## src/rtl/fcd_pkg.sv

```systemverilog
package fcd_pkg;

  localparam int DATA_W = 8;
  localparam int CMP_W  = 15;

  localparam logic [CMP_W-1:0]  KEY_ADDR_A = 15'h5555;
  localparam logic [CMP_W-1:0]  KEY_ADDR_B = 15'h2AAA;
  localparam logic [DATA_W-1:0] KEY_DATA_A = 8'hAA;
  localparam logic [DATA_W-1:0] KEY_DATA_B = 8'h55;
  localparam logic [DATA_W-1:0] CMD_RESET  = 8'hF0;
  localparam logic [DATA_W-1:0] CMD_IDENT  = 8'h90;
  localparam logic [DATA_W-1:0] CMD_PROG   = 8'hA0;
  localparam logic [DATA_W-1:0] CMD_ERASE  = 8'h80;
  localparam logic [DATA_W-1:0] CMD_CHIP   = 8'h10;
  localparam logic [DATA_W-1:0] CMD_SECTOR = 8'h30;

  localparam logic [DATA_W-1:0] MFR_ID     = 8'h01;
  localparam logic [DATA_W-1:0] DEV_ID_TOP = 8'h40;
  localparam logic [DATA_W-1:0] DEV_ID_BOT = 8'hA1;

  typedef enum logic [1:0] {
    OP_RESET        = 2'd0,
    OP_PROGRAM      = 2'd1,
    OP_CHIP_ERASE   = 2'd2,
    OP_SECTOR_ERASE = 2'd3
  } reqOp_e;

  typedef enum logic [2:0] {
    ST_IDLE, ST_KEY1, ST_KEY2, ST_PROG, ST_ER1, ST_ER2, ST_ER3
  } seqStep_e;

  // Decoded view of the current write, produced by the datapath
  typedef struct packed {
    logic addrA;
    logic addrB;
    logic dKeyA;
    logic dKeyB;
    logic dReset;
    logic dIdent;
    logic dProg;
    logic dErase;
    logic dChip;
    logic dSector;
  } wrMatch_t;

  // Strobes from control to datapath
  typedef struct packed {
    logic   loadReq;
    reqOp_e op;
    logic   setId;
    logic   clrId;
  } ctrlStrobe_t;

endpackage

```

## src/rtl/fcd_seq_ctrl.sv

```systemverilog
module fcd_seq_ctrl
  import fcd_pkg::*;
(
  input  logic        clk,
  input  logic        rstN,
  input  logic        wrStrobe,
  input  logic        engineBusy,
  input  logic        reqPending,
  input  wrMatch_t    match,
  output ctrlStrobe_t strobe,
  output logic        progArmed
);

  seqStep_e step, nextStep;

  always_ff @(posedge clk or negedge rstN) begin
    if (!rstN) step <= ST_IDLE;
    else       step <= nextStep;
  end

  assign progArmed = (step == ST_PROG);

  always_comb begin
    nextStep       = step;
    strobe.loadReq = 1'b0;
    strobe.op      = OP_RESET;
    strobe.setId   = 1'b0;
    strobe.clrId   = 1'b0;
    if (wrStrobe && !reqPending) begin
      if (match.dReset && (step != ST_PROG || engineBusy)) begin
        strobe.loadReq = 1'b1;
        strobe.op      = OP_RESET;
        strobe.clrId   = 1'b1;
        nextStep       = ST_IDLE;
      end else if (engineBusy) begin
        strobe.clrId = 1'b1;
        nextStep     = ST_IDLE;
      end else begin
        // default: abort the sequence
        strobe.clrId = 1'b1;
        nextStep     = ST_IDLE;
        unique case (step)
          ST_IDLE: if (match.addrA && match.dKeyA) begin
            nextStep = ST_KEY1; strobe.clrId = 1'b0;
          end
          ST_KEY1: if (match.addrB && match.dKeyB) begin
            nextStep = ST_KEY2; strobe.clrId = 1'b0;
          end
          ST_KEY2: if (match.addrA && match.dIdent) begin
            strobe.setId = 1'b1; strobe.clrId = 1'b0;
          end else if (match.addrA && match.dProg) begin
            nextStep = ST_PROG; strobe.clrId = 1'b0;
          end else if (match.addrA && match.dErase) begin
            nextStep = ST_ER1; strobe.clrId = 1'b0;
          end
          ST_PROG: begin
            strobe.loadReq = 1'b1;
            strobe.op      = OP_PROGRAM;
          end
          ST_ER1: if (match.addrA && match.dKeyA) begin
            nextStep = ST_ER2; strobe.clrId = 1'b0;
          end
          ST_ER2: if (match.addrB && match.dKeyB) begin
            nextStep = ST_ER3; strobe.clrId = 1'b0;
          end
          ST_ER3: if (match.addrA && match.dChip) begin
            strobe.loadReq = 1'b1; strobe.op = OP_CHIP_ERASE;
          end else if (match.dSector) begin
            strobe.loadReq = 1'b1; strobe.op = OP_SECTOR_ERASE;
          end
          default: nextStep = ST_IDLE;
        endcase
      end
    end
  end

endmodule

```

## src/rtl/fcd_datapath.sv

```systemverilog
module fcd_datapath
  import fcd_pkg::*;
#(
  parameter int ADDR_W   = 17,
  parameter bit TOP_BOOT = 1'b1
) (
  input  logic              clk,
  input  logic              rstN,
  input  logic [ADDR_W-1:0] wrAddr,
  input  logic [DATA_W-1:0] wrData,
  input  logic [ADDR_W-1:0] rdAddr,
  input  logic [DATA_W-1:0] arrayRdData,
  input  ctrlStrobe_t       strobe,
  input  logic              reqAck,
  output wrMatch_t          match,
  output logic              reqValid,
  output reqOp_e            reqOp,
  output logic [ADDR_W-1:0] reqAddr,
  output logic [DATA_W-1:0] reqData,
  output logic              idMode,
  output logic [DATA_W-1:0] rdData
);

  logic [CMP_W-1:0]  cmpAddr;
  logic [DATA_W-1:0] devId;

  assign cmpAddr = wrAddr[CMP_W-1:0];

  always_comb begin
    match.addrA   = (cmpAddr == KEY_ADDR_A);
    match.addrB   = (cmpAddr == KEY_ADDR_B);
    match.dKeyA   = (wrData == KEY_DATA_A);
    match.dKeyB   = (wrData == KEY_DATA_B);
    match.dReset  = (wrData == CMD_RESET);
    match.dIdent  = (wrData == CMD_IDENT);
    match.dProg   = (wrData == CMD_PROG);
    match.dErase  = (wrData == CMD_ERASE);
    match.dChip   = (wrData == CMD_CHIP);
    match.dSector = (wrData == CMD_SECTOR);
  end

  generate
    if (TOP_BOOT) begin : g_topId
      assign devId = DEV_ID_TOP;
    end else begin : g_botId
      assign devId = DEV_ID_BOT;
    end
  endgenerate

  always_ff @(posedge clk or negedge rstN) begin
    if (!rstN) begin
      reqValid <= 1'b0;
      reqOp    <= OP_RESET;
      reqAddr  <= '0;
      reqData  <= '0;
    end else if (strobe.loadReq) begin
      reqValid <= 1'b1;
      reqOp    <= strobe.op;
      reqAddr  <= wrAddr;
      reqData  <= wrData;
    end else if (reqAck) begin
      reqValid <= 1'b0;
    end
  end

  always_ff @(posedge clk or negedge rstN) begin
    if (!rstN)             idMode <= 1'b0;
    else if (strobe.clrId) idMode <= 1'b0;
    else if (strobe.setId) idMode <= 1'b1;
  end

  always_comb begin
    if (!idMode)                                rdData = arrayRdData;
    else if (rdAddr == ADDR_W'(0))              rdData = MFR_ID;
    else if (rdAddr == ADDR_W'(1))              rdData = devId;
    else                                        rdData = '0;
  end

endmodule

```

## src/rtl/flash_cmd_decoder.sv

```systemverilog
module flash_cmd_decoder
  import fcd_pkg::*;
#(
  parameter int ADDR_W   = 17,
  parameter bit TOP_BOOT = 1'b1
) (
  input  logic              clk,
  input  logic              rstN,
  input  logic              wrStrobe,
  input  logic [ADDR_W-1:0] wrAddr,
  input  logic [7:0]        wrData,
  input  logic [ADDR_W-1:0] rdAddr,
  input  logic [7:0]        arrayRdData,
  output logic [7:0]        rdData,
  output logic              idMode,
  input  logic              engineBusy,
  output logic              reqValid,
  output logic [1:0]        reqOp,
  output logic [ADDR_W-1:0] reqAddr,
  output logic [7:0]        reqData,
  input  logic              reqAck
);

  wrMatch_t    match;
  ctrlStrobe_t strobe;
  reqOp_e      reqOpInt;
  logic        progArmed;

  fcd_seq_ctrl u_ctrl (
    .clk        (clk),
    .rstN       (rstN),
    .wrStrobe   (wrStrobe),
    .engineBusy (engineBusy),
    .reqPending (reqValid),
    .match      (match),
    .strobe     (strobe),
    .progArmed  (progArmed)
  );

  fcd_datapath #(.ADDR_W(ADDR_W), .TOP_BOOT(TOP_BOOT)) u_dp (
    .clk         (clk),
    .rstN        (rstN),
    .wrAddr      (wrAddr),
    .wrData      (wrData),
    .rdAddr      (rdAddr),
    .arrayRdData (arrayRdData),
    .strobe      (strobe),
    .reqAck      (reqAck),
    .match       (match),
    .reqValid    (reqValid),
    .reqOp       (reqOpInt),
    .reqAddr     (reqAddr),
    .reqData     (reqData),
    .idMode      (idMode),
    .rdData      (rdData)
  );

  assign reqOp = reqOpInt;

endmodule

```

## config.mk

```make
export PLATFORM = sky130hd
export DESIGN_NAME = flash_cmd_decoder
export DESIGN_NICKNAME = d
export VERILOG_FILES = /design/src/rtl/fcd_pkg.sv /design/src/rtl/fcd_seq_ctrl.sv /design/src/rtl/fcd_datapath.sv /design/src/rtl/flash_cmd_decoder.sv
export SDC_FILE = /design/constraint.sdc
export NUM_CORES = 1
export LEC_CHECK = 0
export ABC_AREA = 1
export BUFFER_PORTS_ARGS = -buffer_cell sky130_fd_sc_hd__buf_2
export CELL_PAD_IN_SITES_DETAIL_PLACEMENT = 0
export CELL_PAD_IN_SITES_GLOBAL_PLACEMENT = 2
export CORE_AREA = 2 2 90 92
export CTS_CLUSTER_SIZE = 30
export DETAILED_ROUTE_END_ITERATION = 10
export DIE_AREA = 0 0 92 94
export GPL_TIMING_DRIVEN = 0
export HOLD_SLACK_MARGIN = 0.02
export PLACE_DENSITY = 0.85
export SYNTH_ARGS = -nofsm -noshare
export SYNTH_HDL_FRONTEND = slang
export SYNTH_HIERARCHICAL = 1
export SYNTH_SLANG_ARGS = --single-unit
export TNS_END_PERCENT = 100
```

## constraint.sdc

```tcl
create_clock -name clk -period 2.35 [get_ports clk]
set_input_delay 0.5875 -clock clk [delete_from_list [all_inputs] [get_ports clk]]
set_output_delay 0.5875 -clock clk [all_outputs]
set_load 0.05 [all_outputs]
```

==> impl_metrics.py <==
metrics = {
    "timing": {
        "maxSlewHeadroom": 0.491,
        "clock.fmax_mhz": 483,
        "layout_min_cycle_time_ns": 2.07,
        "timing.final.crit_share": 0.880,
        "hold_violations": 0,
        "setup_viol": 0,
        "grt_setup_unrepaired": "false",
        "drv_slew": 0,
        "clock_skew_ns": 0.00770,
        "tightestPinTransition_ns": 0.763,
    },
    "yosys": {
        "synth_area_leader_cell": "dfrtp_1",
        "avgSynthCellArea_um2": 6.69,
        "netlist_top_cells_count": "124 x nand2_1, 39 x nor2_1, 32 x dfrtp_1",
        "synth_edf_count": 0,
        "yosys-top-cells-area": "dfrtp_1 44%, nand2_1 26%, nor2_1 8.1%",
        "syn_nets": 326,
        "synth-main-ff-cell": "dfrtp_1",
        "synth_most_common_cell": "nand2_1",
        "ys_seq_area_frac": 0.441,
        "ys_ff_latch": 32,
        "netlist_area_um2": 1810,
        "synthCells": 271,
        "ys_async_sr_fraction": 1.00,
        "ys_types": 22,
        "synthDominantCellAreaShare": 0.441,
        "yosys_warnings": 6,
    },
    "layout": {
        "multi_input_area_um2": 882,
        "drive_above_1_share": 0.324,
        "regArea_um2": 801,
        "antenna-diode-count": 0,
        "finish.net_count": 424,
        "area_growth_pct": 38.4,
        "nFillCells": 868,
        "fin_cells": 472,
    },
    "placed_design": {
        "placed_cells": 464,
        "dpl.hpwl_um": 4050,
        "port_buffers": 91,
        "gp_congestion": 0.769,
    },
    "critical_path": {
        "reg2regPathDepth": 9,
        "worst-r2r-setup-slack_ns": 0.72,
        "crit_end": "u_dp/reqData[5]",
        "cp_data_arrival_time_ns": 2.23,
        "setup.worst_path.start": "wrAddr[1]",
        "crit_fanout": 10,
        "cp_data_required_time_ns": 2.51,
        "reg2reg_from": "u_ctrl/step[0]",
        "end_kind": "flop",
        "worstSetupPathType": "in -> reg",
        "r2r-end": "u_dp/reqData[5]",
        "startpoint_type": "input pin",
    },
    "drt": {
        "wirelength_um": 5150,
        "drtIter0Drc": 78,
        "ant_nets": 0,
        "num_vias": 1932,
        "viasPerCell": 4.09,
        "wire_per_inst_um": 10.9,
        "drc": 0,
        "firstDrtPassIters": 4,
    },
    "clock_tree": {
        "cts.clk_slew.worst_paths_ns": 0.07,
        "post_cts_buffers": 0,
        "clock-sinks": 32,
        "cts_made_buffers": 5,
        "cts_buffer_depth": 2,
        "cts_tree": "done",
        "cts_root_buffer": "clkbuf_8",
        "clk-insertion-delay-late_ns": 0.28,
        "htree_levels": 2,
    },
    "die": {
        "dieArea_um2": 8650,
        "core_area_um2": 7610,
        "ios": 92,
        "num_rows": 32,
        "initial_core_util": 0.238,
        "die_w_um": 92,
        "chipHeight_um": 94,
    },
    "power": {
        "leakage_nw": 1.47,
        "peakVddDrop_v": 0.000276,
        "p_per_area_nw_per_um2": 536,
        "power_mw": 1.35,
    },
    "grt": {
        "antenna_found_initial": 0,
        "grt_pass1_vias": 1789,
        "grt-ovfl-total": 0,
        "grt_max_degree": 33,
        "grt_usage": 0.121,
        "grt_pass1_wl_um": 8400,
    },
    "outcome": {
        "outcome": "completed",
    },
    "hold_path": {
        "hp-class": "in -> async",
    },
    "run": {
        "max_cap_viol_count": 0,
    },
}
==> sequential cells by signal, summed over array words and instances (netlist names) <==
register,count
u_dp/reqAddr,17
u_dp/reqData,8
u_ctrl/step,3
u_dp/reqOp,2
u_dp/idMode,1
u_dp/reqValid,1
==> through the flow <==
stage	hold WS (ns)	worst slack, ns	util	cell area (um^2)	setup TNS (ns)
after floorplan	0.292	0.283	-	1810	0
after global placement	0.451	-0.225	0.315	2400	-5.64
after detailed placement	0.457	-0.210	0.315	2400	-4.93
after CTS	0.396	0.0777	0.329	2500	0
after global routing	0.437	0.0411	0.330	2510	0
final	0.375	0.281	0.330	2510	0
==> worst max-delay path, stage by stage <==
cell	delay, ns
buf_2	0.12
nor3_1	0.21
nand2_1	0.10
nor2_2	0.21
nand2_1	0.11
a21oi_1	0.16
nand2_1	0.11
a21oi_2	0.20
inv_2	0.10
buf_2	0.20
nand2_1	0.07
o21ai_1	0.06
==> how the worst min path moves through the flow <==
stage,from,to,slack (ns),cells after the start
3_5_place_dp,u_dp/reqOp[1],u_dp/reqOp[1],0.46,2
5_1_grt,rstN,u_dp/reqAddr[1],0.44,1
3_3_place_gp,u_dp/reqAddr[8],u_dp/reqAddr[8],0.45,2
6_report,rstN,u_dp/reqAddr[1],0.38,1
4_1_cts,rstN,u_dp/reqAddr[1],0.40,1
2_1_floorplan,rstN,u_ctrl/step[0],0.29,0
==> per-layer routing <==
layer  track usage  wire length (um)  part of all wire  up-vias
li1              -                 -                 -     1022
met1         0.164              2570              0.50      841
met2         0.198              2200              0.43       65
met3        0.0257               336             0.065        4
met4        0.0336                48            0.0093        0
met5             0                 0                 0        -
==> area by class of cell <==
type | instances | area share
Timing Repair Buffer | 91 | 0.181
Clock buffer | 6 | 0.0289
Inverter | 26 | 0.0399
Clock inverter | 2 | 0.0140
Sequential cell | 32 | 0.319
Buffer | 7 | 0.0149
Multi-Input combinational cell | 206 | 0.351
Tap cell | 102 | 0.0508
==> cell families (layout without fill, tap and decap cells) <==
logic type / count (synthesis) / after routing / share of synthesized area
AND/OR/NAND/NOR: 193 / 193 / 0.447
buffers and inverters: 33 / 132 / 0.0759
flip-flops: 32 / 32 / 0.441
AO/OA/AOI/OAI: 13 / 13 / 0.0359
==> layout by cell type, fill, tap and decap left out, types with 4 or more instances in the layout <==
| cell | netlist | layout |
|---|---|---|
| o21ai_1 | 5 | 5 |
| nand2_1 | 124 | 124 |
| dfrtp_1 | 32 | 32 |
| buf_2 | 6 | 97 |
| nor3_1 | 6 | 6 |
| clkbuf_8 | 0 | 5 |
| o21ai_0 | 4 | 4 |
| nand3_1 | 8 | 8 |
| nor2_1 | 39 | 38 |
| inv_1 | 24 | 24 |
==> report_power, final <==
part | internal, mW | switching [mW] | leakage [nW]
Sequential | 0.570 | 0.00950 | 0.443
Clock | 0.315 | 0.205 | 0.0552
Combinational | 0.0712 | 0.176 | 0.972
==> what timing repair did <==
action,4_1_cts,5_1_grt
gates resized for setup,0,2
setup endpoints to repair,0,26
hold buffers,0,0
No activity file was read; power rests on OpenSTA's default activity.
